===== src/rtl/cart_xlate_pkg.sv =====
// Package: shared constants and types for the cartridge address translator.
// Assumes a 4 KB window, a 128 KB ROM space and a 32 KB RAM.
package cart_xlate_pkg;

    localparam int WIN_AW      = 12;                  // window address bits
    localparam int ROM_AW      = 17;                  // ROM address space bits
    localparam int RAM_AW      = 15;                  // RAM address bits
    localparam int SEG_LG      = 11;                  // log2 of a 2 KB slice
    localparam int PG_LG       = 8;                   // log2 of a 256-byte page
    localparam int SEG_SLW     = ROM_AW - 1 - SEG_LG; // ROM slice index width (half space)
    localparam int PG_SLW      = ROM_AW - 1 - PG_LG;  // ROM page index width (half space)
    localparam int SEG_RAM_SLW = RAM_AW - SEG_LG;     // RAM slice index width
    localparam int PG_RAM_SLW  = RAM_AW - PG_LG;      // RAM page index width
    localparam int WPG_W       = WIN_AW - PG_LG;      // window page number width

    localparam logic [WPG_W-1:0] MID_FIRST_PG = WPG_W'(8);
    localparam logic [WPG_W-1:0] HIGH_PG      = WPG_W'(14);
    localparam logic [WPG_W-1:0] FIXED_PG     = WPG_W'(15);

    typedef enum logic [1:0] {
        SEG_LOW   = 2'd0,
        SEG_MID   = 2'd1,
        SEG_HIGH  = 2'd2,
        SEG_FIXED = 2'd3
    } seg_e;

    typedef struct packed {
        logic              is_rom;
        logic [ROM_AW-1:0] rom_a;
        logic [RAM_AW-1:0] ram_a;
    } seg_map_t;

endpackage


===== src/rtl/cart_seg_decode.sv =====
// Module: classifies the window page number into one of four segments.
// Assumes the page layout fixed in cart_xlate_pkg; purely combinational.
module cart_seg_decode
    import cart_xlate_pkg::*;
(
    input  logic [WPG_W-1:0] win_page,
    output seg_e             seg
);

    // Priority compare from the top of the window downwards.
    always_comb begin
        if (win_page == FIXED_PG) begin
            seg = SEG_FIXED;
        end else if (win_page == HIGH_PG) begin
            seg = SEG_HIGH;
        end else if (win_page >= MID_FIRST_PG) begin
            seg = SEG_MID;
        end else begin
            seg = SEG_LOW;
        end
    end

endmodule


===== src/rtl/cart_seg_map.sv =====
// Module: builds the ROM and RAM candidate addresses for one switchable segment.
// Assumes 1 + SLW + OFFW == ROM_AW and RAM_SLW + OFFW == RAM_AW. ROM_HI selects
// the lower or upper half of the ROM space; the RAM index drops the top slice bits.
module cart_seg_map
    import cart_xlate_pkg::*;
#(
    parameter int OFFW    = SEG_LG,
    parameter int SLW     = SEG_SLW,
    parameter int RAM_SLW = SEG_RAM_SLW,
    parameter bit ROM_HI  = 1'b0
) (
    input  logic            is_rom,
    input  logic [SLW-1:0]  slice,
    input  logic [OFFW-1:0] off,
    output seg_map_t        map
);

    localparam int ROM_W = 1 + SLW + OFFW;
    localparam int RAM_W = RAM_SLW + OFFW;

    logic [ROM_W-1:0] rom_full;
    logic [RAM_W-1:0] ram_full;

    // Concatenate half-select bit, slice and in-segment offset.
    always_comb begin
        rom_full = {ROM_HI, slice, off};
        ram_full = {slice[RAM_SLW-1:0], off};
    end

    // Pack the candidate addresses and the source flag for the segment mux.
    always_comb begin
        map.is_rom = is_rom;
        map.rom_a  = ROM_AW'(rom_full);
        map.ram_a  = RAM_AW'(ram_full);
    end

endmodule


===== src/rtl/cart_rom_fold.sv =====
// Module: folds a ROM address to the image size so smaller images mirror.
// Assumes IMG_AW <= ROM_AW; combinational AND with a derived mask.
module cart_rom_fold
    import cart_xlate_pkg::*;
#(
    parameter int IMG_AW = ROM_AW
) (
    input  logic [ROM_AW-1:0] idx,
    output logic [ROM_AW-1:0] folded
);

    localparam logic [ROM_AW-1:0] MASK = ROM_AW'((64'd1 << IMG_AW) - 64'd1);

    // Clear every address bit above the image size.
    always_comb begin
        folded = idx & MASK;
    end

endmodule


===== src/rtl/cart_seg_xlate.sv =====
// Top: translates a window access into a ROM read or RAM access address.
// Assumes source flags and slices are stable, driven by an outside controller.
// No state: every output is a function of the current inputs.
module cart_seg_xlate
    import cart_xlate_pkg::*;
#(
    parameter int IMG_AW = ROM_AW
) (
    input  logic                acc_en,
    input  logic                acc_wr,
    input  logic [WIN_AW-1:0]   win_addr,
    input  logic                lo_is_rom,
    input  logic [SEG_SLW-1:0]  lo_slice,
    input  logic                mid_is_rom,
    input  logic [SEG_SLW-1:0]  mid_slice,
    input  logic                hi_is_rom,
    input  logic [PG_SLW-1:0]   hi_page,
    output logic                rom_sel,
    output logic [ROM_AW-1:0]   rom_addr,
    output logic                ram_sel,
    output logic                ram_we,
    output logic [RAM_AW-1:0]   ram_addr
);

    seg_e              seg;
    seg_map_t          lo_map;
    seg_map_t          mid_map;
    seg_map_t          hi_map;
    seg_map_t          cur;
    logic [ROM_AW-1:0] fixed_rom;
    logic [ROM_AW-1:0] rom_folded;
    logic              rom_hit;
    logic              ram_hit;

    cart_seg_decode u_dec (
        .win_page (win_addr[WIN_AW-1:PG_LG]),
        .seg      (seg)
    );

    cart_seg_map #(
        .OFFW    (SEG_LG),
        .SLW     (SEG_SLW),
        .RAM_SLW (SEG_RAM_SLW),
        .ROM_HI  (1'b0)
    ) u_lo (
        .is_rom (lo_is_rom),
        .slice  (lo_slice),
        .off    (win_addr[SEG_LG-1:0]),
        .map    (lo_map)
    );

    cart_seg_map #(
        .OFFW    (SEG_LG),
        .SLW     (SEG_SLW),
        .RAM_SLW (SEG_RAM_SLW),
        .ROM_HI  (1'b1)
    ) u_mid (
        .is_rom (mid_is_rom),
        .slice  (mid_slice),
        .off    (win_addr[SEG_LG-1:0]),
        .map    (mid_map)
    );

    cart_seg_map #(
        .OFFW    (PG_LG),
        .SLW     (PG_SLW),
        .RAM_SLW (PG_RAM_SLW),
        .ROM_HI  (1'b1)
    ) u_hi (
        .is_rom (hi_is_rom),
        .slice  (hi_page),
        .off    (win_addr[PG_LG-1:0]),
        .map    (hi_map)
    );

    // Fixed segment: last page of the full ROM space.
    always_comb begin
        fixed_rom = {{(ROM_AW-PG_LG){1'b1}}, win_addr[PG_LG-1:0]};
    end

    // Pick the candidate of the addressed segment.
    always_comb begin
        case (seg)
            SEG_LOW:  cur = lo_map;
            SEG_MID:  cur = mid_map;
            SEG_HIGH: cur = hi_map;
            default:  cur = '{is_rom: 1'b1, rom_a: fixed_rom, ram_a: '0};
        endcase
    end

    cart_rom_fold #(
        .IMG_AW (IMG_AW)
    ) u_fold (
        .idx    (cur.rom_a),
        .folded (rom_folded)
    );

    // Qualify the target: ROM only on reads, RAM on reads and writes.
    always_comb begin
        rom_hit = acc_en & ~acc_wr & cur.is_rom;
        ram_hit = acc_en & ~cur.is_rom;
    end

    // Drive the outputs, with addresses held at zero when not selected.
    always_comb begin
        rom_sel  = rom_hit;
        rom_addr = rom_hit ? rom_folded : '0;
        ram_sel  = ram_hit;
        ram_we   = ram_hit & acc_wr;
        ram_addr = ram_hit ? cur.ram_a : '0;
    end

endmodule


===== config.mk =====
export PLATFORM = sky130hd
export DESIGN_NAME = cart_seg_xlate
export DESIGN_NICKNAME = d
export VERILOG_FILES = /design/src/rtl/cart_xlate_pkg.sv /design/src/rtl/cart_seg_decode.sv /design/src/rtl/cart_seg_map.sv /design/src/rtl/cart_rom_fold.sv /design/src/rtl/cart_seg_xlate.sv
export SDC_FILE = /design/constraint.sdc
export NUM_CORES = 1
export LEC_CHECK = 0
export ABC_AREA = 1
export ABC_CLOCK_PERIOD_IN_PS = 800
export BUFFER_PORTS_ARGS = -buffer_cell sky130_fd_sc_hd__buf_2
export CORE_MARGIN = 2
export CORE_UTILIZATION = 31
export DETAILED_ROUTE_END_ITERATION = 6
export PLACE_DENSITY = 0.91
export SYNTH_ARGS = -nofsm -noshare
export SYNTH_HDL_FRONTEND = slang
export SYNTH_SLANG_ARGS = --single-unit

===== constraint.sdc =====
create_clock -name vclk -period 0.8
set_input_delay 0 -clock vclk [all_inputs]
set_output_delay 0 -clock vclk [all_outputs]
set_load 0.01 [all_outputs]

==> flow_summary.yaml, run 1 <==
floorplanning:
  rows: 15
  initial_core_util_pct: 33.0
  io_pins: 70
  core-area_um2: 1710
  die-area_um2: 2170
  die-width_um: 46.6
  dieHeight_um: 46.6
sta:
  drv_slew: 0
  layout_min_cycle_time_ns: 0.940
  fmax_mhz: 1060
  slew_headroom_pct: 80.3
  rsz0062_at_grt: "true"
  finalCritPeriodShare_pct: 117
  setup_viol: 35
  fin_ws_ns: -0.140
  tns_ns: -2.87
  finalHoldViolCount: 0
  hold_ws_ns: 0.341
  tightest_slew_ns: 0.293
flow_run:
  cap_violations: 0
synthesis:
  yosysWarnings: 0
  synth_top_area_cell: "nor2_2"
  synthTopCellsByArea: "nor2_2, nor2_1, inv_1"
  synth_nets: 146
  syn_avg_cell_area_um2: 5.07
  synth_top_cell_area_share_pct: 17.8
  ys_seq_area_share_pct: 0
  synth_cell_types: 17
  synth_cells: 111
  syn_area_um2: 563
critical_path:
  critPathMaxStageDelay_ns: 0.15
  critPathLaunch: "win_addr[11]"
  cp-start-kind: "input port"
  path_delay_family: "buffers and inverters"
  worst-setup-path-type: "in -> out"
  timing.critical_path.mode_cell: "nand2_8"
  worstSetupEndpointType: "output pin"
  critPathRequiredTime_ns: 0.80
  critPathMaxFanout: 7
  worst_path_max_delay_cell: "buf_12"
  crit_chain: "buf_12 > nand2_8 > inv_8 > o211ai_4 > buf_12 > nand2_8 > nand2_8 > nor2_2 > buf_2"
  path_buf_inv: 4
  crit_arrival_ns: 0.94
power:
  ir_worst_vdd_mv: 0.426
  p_int_uw: 383
  pwr-share-clk_pct: 0
  cellLeakagePower_uw: 0.000816
  power_frac_comb_pct: 100.0
  p_switching_uw: 476
  p_per_area_nw_per_um2: 576
  seq_power_share_pct: 0
  switching_share_pct: 55.5
outcome:
  violations: "negative setup slack"
  status: "finished with violations"
final_layout:
  clock_buffers: 0
  register_area_um2: 0
  diodes: 0
  fin_nets: 240
  utilization_pct: 87.3
  seq_cell_count: 0
  drive_gt1_share_pct: 71.4
  area_growth_pct: 165
place:
  port_buffers: 70
  detailed_place_hpwl_um: 1870
  place_ws_ns: -0.230
  gp_congestion: 0.817
drt:
  wl_um: 3640
  ant_nets: 0
  drt-vias-per-instance: 4.96
  drc: 0
  drt_iter0_markers: 38
  first_pass_iters: 4
  wl_met1_um: 1230
  highest-signal-layer: "met4"
  met3_length_um: 248
  wl_per_cell_um: 16.0
  vias: 1131
  wl_met2_um: 2050
global_routing:
  grt_max_degree: 9
  grt_pass1_wl_um: 4680
  grt_overflow: 0
  grtUsageTotal_pct: 29.8
  antenna_found_initial: 0
  grt_pass1_vias: 1061
clock_network:
  hold_buffers: 0
min_path:
  worstHoldPathType: "in -> out"
  hold_start: "win_addr[7]"
-- path summary, 6_finish.rpt --
check,slack [ns],end,cells past startpoint
setup / recovery,-0.14,rom_addr[0],9
hold / removal,0.34,rom_addr[7],4
-- placed cells by master, fill, tap and decap left out, types with 6 or more instances in the layout --
cell type,synthesis,layout
nand2_8,0,6
buf_4,0,15
buf_6,2,11
nor2_4,0,9
inv_1,20,17
buf_2,0,57
nand2_1,17,12
buf_12,0,7
nor2_2,16,22
nand3_1,15,14
nor2_1,25,10
-- power by group through the flow --
| stage | combinational, uW | clock (uW) | sequential (uW) |
|---|---|---|---|
| floorplan | 295 | 0 | 0 |
| global placement | 500 | 0 | 0 |
| detailed placement | 511 | 0 | 0 |
| CTS | 729 | 0 | 0 |
| global route | 908 | 0 | 0 |
| finish | 859 | 0 | 0 |
-- worst min-delay path: cells and delay by family --
kind,cells,cell delay [ns]
AND/OR/NAND/NOR,1,0.09
buffers and inverters,3,0.25
-- layer usage --
metal  global-route usage, %  vias to the layer above
met1                    32.6                      519
met4                    11.7                        0
met3                    3.14                       13
met5                       0                        -
met2                    57.5                       69
li1                        -                      530
-- cell families after synthesis --
kind of cell | after synthesis | synth area share [%]
buffers and inverters | 26 | 22.4
and+or+nand+nor | 79 | 68.4
AOI/OAI and AO/OA | 6 | 9.11
-- metrics by stage --
stage / area, um2 / instances / power (uW)
finish: 1490 / 228 / 859
global route: 1490 / 228 / 908
CTS: 1350 / 225 / 729
detailed placement: 1010 / 212 / 511
global placement: 1010 / 212 / 500
floorplan: 601 / 111 / 295
-- Yosys cell counts --
| cell type | n |
|---|---|
| a21boi_0 | 1 |
| buf_6 | 2 |
| buf_8 | 1 |
| clkinv_1 | 1 |
| clkinv_2 | 2 |
| inv_1 | 20 |
| nand2_1 | 17 |
| nand2_2 | 3 |
| nand2_4 | 1 |
| nand3_1 | 15 |
| nand3_4 | 1 |
| nor2_1 | 25 |
| nor2_2 | 16 |
| nor3_1 | 1 |
| o211ai_4 | 1 |
| o21ai_0 | 3 |
| o31ai_1 | 1 |
-- final cells by class --
cell class	instances	area, um2
fill	91	216
tap	25	31.3
inverter	23	104
timing repair buffer	90	662
multi-input combinational	90	694
-- what timing repair did --
action	CTS	global route
pin swaps	17	14
gates resized for setup	42	31
cloned	5	0
endpoints found under the setup margin	35	35
setup buffers	8	5
Note: power is estimated with default switching activity, not from simulation.
==> inputs of run 2 (changes only) <==
--- a/config.mk
+++ b/config.mk
@@ -6,7 +6,7 @@
 export NUM_CORES = 1
 export LEC_CHECK = 0
 export ABC_AREA = 1
-export ABC_CLOCK_PERIOD_IN_PS = 800
+export ABC_CLOCK_PERIOD_IN_PS = 850
 export BUFFER_PORTS_ARGS = -buffer_cell sky130_fd_sc_hd__buf_2
 export CORE_MARGIN = 2
 export CORE_UTILIZATION = 31
==> constraint.sdc (replaced) <==
create_clock -name vclk -period 0.85
set_input_delay 0 -clock vclk [all_inputs]
set_output_delay 0 -clock vclk [all_outputs]
set_load 0.01 [all_outputs]
==> run 2 against run 1 <==
The run still ends with negative setup slack left. Sequential share of layout area unchanged. Critical path depth down 3. Total power shrank 21%. Utilization down 9.1 points. Cell area is 10% lower. Cell count is 3.1% lower. Setup slack improved by 0.072 ns. Highest routed layer is now met3.
==> flow_summary.yaml, run 2 (synthesis results as in run 1) <==
outcome:
  status: "finished with violations"
  violations: "negative setup slack"
critical_path:
  crit_chain: "buf_12 > o211ai_4 > buf_12 > nand3_4 > nor2_1 > buf_2"
  cp-endpoint: "ram_addr[0]"
  crit_arrival_ns: 0.92
  cp-start-kind: "input port"
  critPathLaunch: "win_addr[8]"
  worstSetupEndpointType: "output pin"
  worst_path_max_delay_cell: "o211ai_4"
  critPathRequiredTime_ns: 0.85
  critPathMaxFanout: 9
  timing.critical_path.mode_cell: "buf_12"
  worst-setup-path-type: "in -> out"
  critPathMaxStageDelay_ns: 0.19
power:
  p_per_area_nw_per_um2: 506
  p_switching_uw: 378
  p_int_uw: 299
  seq_power_share_pct: 0
  switching_share_pct: 55.8
  pwr-share-clk_pct: 0
  power_frac_comb_pct: 100.0
  ir_worst_vdd_mv: 0.310
  cellLeakagePower_uw: 0.000779
final_layout:
  seq_cell_count: 0
  final_cell_mix: "buf_2, nor2_2, inv_1"
  clock_buffers: 0
  layout_commonest_cell: "buf_2"
  diodes: 0
  utilization_pct: 78.2
  register_area_um2: 0
  area_growth_pct: 137
  stdcell_area_um2: 1340
  drive_gt1_share_pct: 67.9
  fin_nets: 233
sta:
  tns_ns: -0.497
  fin_ws_ns: -0.0675
  slew_headroom_pct: 73.5
  drv_slew: 0
  fmax_mhz: 1090
  finalHoldViolCount: 0
  layout_min_cycle_time_ns: 0.917
  rsz0062_at_grt: "true"
  finalCritPeriodShare_pct: 108
  setup_viol: 23
  tightest_slew_ns: 0.394
  hold_ws_ns: 0.316
place:
  place_ws_ns: -0.140
  detailed_place_hpwl_um: 1700
  port_buffers: 70
  placedInstanceArea_um2: 982
  gp_congestion: 0.840
global_routing:
  grt_pass1_wl_um: 3450
  grt_overflow: 0
  antenna_found_initial: 0
  grt_pass1_vias: 822
  grt_max_degree: 10
  grtUsageTotal_pct: 21.2
drt:
  drc: 0
  wl_um: 2700
  wl_per_cell_um: 12.2
  first_pass_iters: 4
  ant_nets: 0
  drt_iter0_markers: 15
  drt-vias-per-instance: 4.48
  vias: 990
min_path:
  worstHoldPathType: "in -> out"
floorplanning:
  die-area_um2: 2170
  rows: 15
  die-width_um: 46.6
  initial_core_util_pct: 33.0
  io_pins: 70
  core-area_um2: 1710
  dieHeight_um: 46.6
flow_run:
  cap_violations: 0
clock_network:
  hold_buffers: 0
## run 2: changes by cell type in the layout (fill, tap and decap cells not counted), moves of 4 or more
cell / change
nand3_1: -4
buf_4: -4
nand3_2: +4
buf_6: -5
nand2_1: +4
buf_2: +5
## run 2: layout make-up
type	instances	area [um2]
fillers	128	372
repair buffers	84	561
well taps	25	31.3
multi-input cells	89	646
inverters	23	98.8
## run 2: timing repair
item	CTS	global route
pin swaps	18	11
gates resized for setup	30	30
cloned	4	0
setup buffers	4	0
endpoints found under the setup margin	35	35
## run 2: how the worst min path moves through the flow
stage / cells past startpoint / to / slack [ns] / start
floorplan: 2 / ram_we / 0.09 / acc_wr
global placement: 4 / ram_we / 0.30 / acc_wr
detailed placement: 4 / ram_we / 0.31 / acc_wr
CTS: 4 / ram_addr[5] / 0.30 / win_addr[5]
global route: 4 / ram_we / 0.35 / acc_wr
finish: 4 / ram_addr[6] / 0.32 / win_addr[6]
## run 2: layer usage
metal	wire, um	vias to the layer above	share of wire (%)	track usage, %
met5	0	-	0	0
met2	1510	48	56	41.4
met4	0	0	0	1.11
li1	-	512	-	-
met1	1020	430	38	26.8
met3	166	0	6.2	0.392
## run 2: critical path, delay by kind of cell
family / cells / cell delay (ns)
buf+inv: 3 / 0.44
simple gates: 2 / 0.29
compound gates: 1 / 0.19
## run 2: through the flow
stage               cells  total power, uW
detailed placement    213              468
finish                221              676
global placement      213              461
floorplan             111              260
CTS                   221              607
global route          221              730
## run 2: power groups by stage
| stage | clock network (uW) | logic [uW] | registers, uW |
|---|---|---|---|
| 2_1_floorplan | 0 | 260 | 0 |
| 3_3_place_gp | 0 | 461 | 0 |
| 3_5_place_dp | 0 | 468 | 0 |
| 4_1_cts | 0 | 607 | 0 |
| 5_1_grt | 0 | 730 | 0 |
| 6_report | 0 | 676 | 0 |
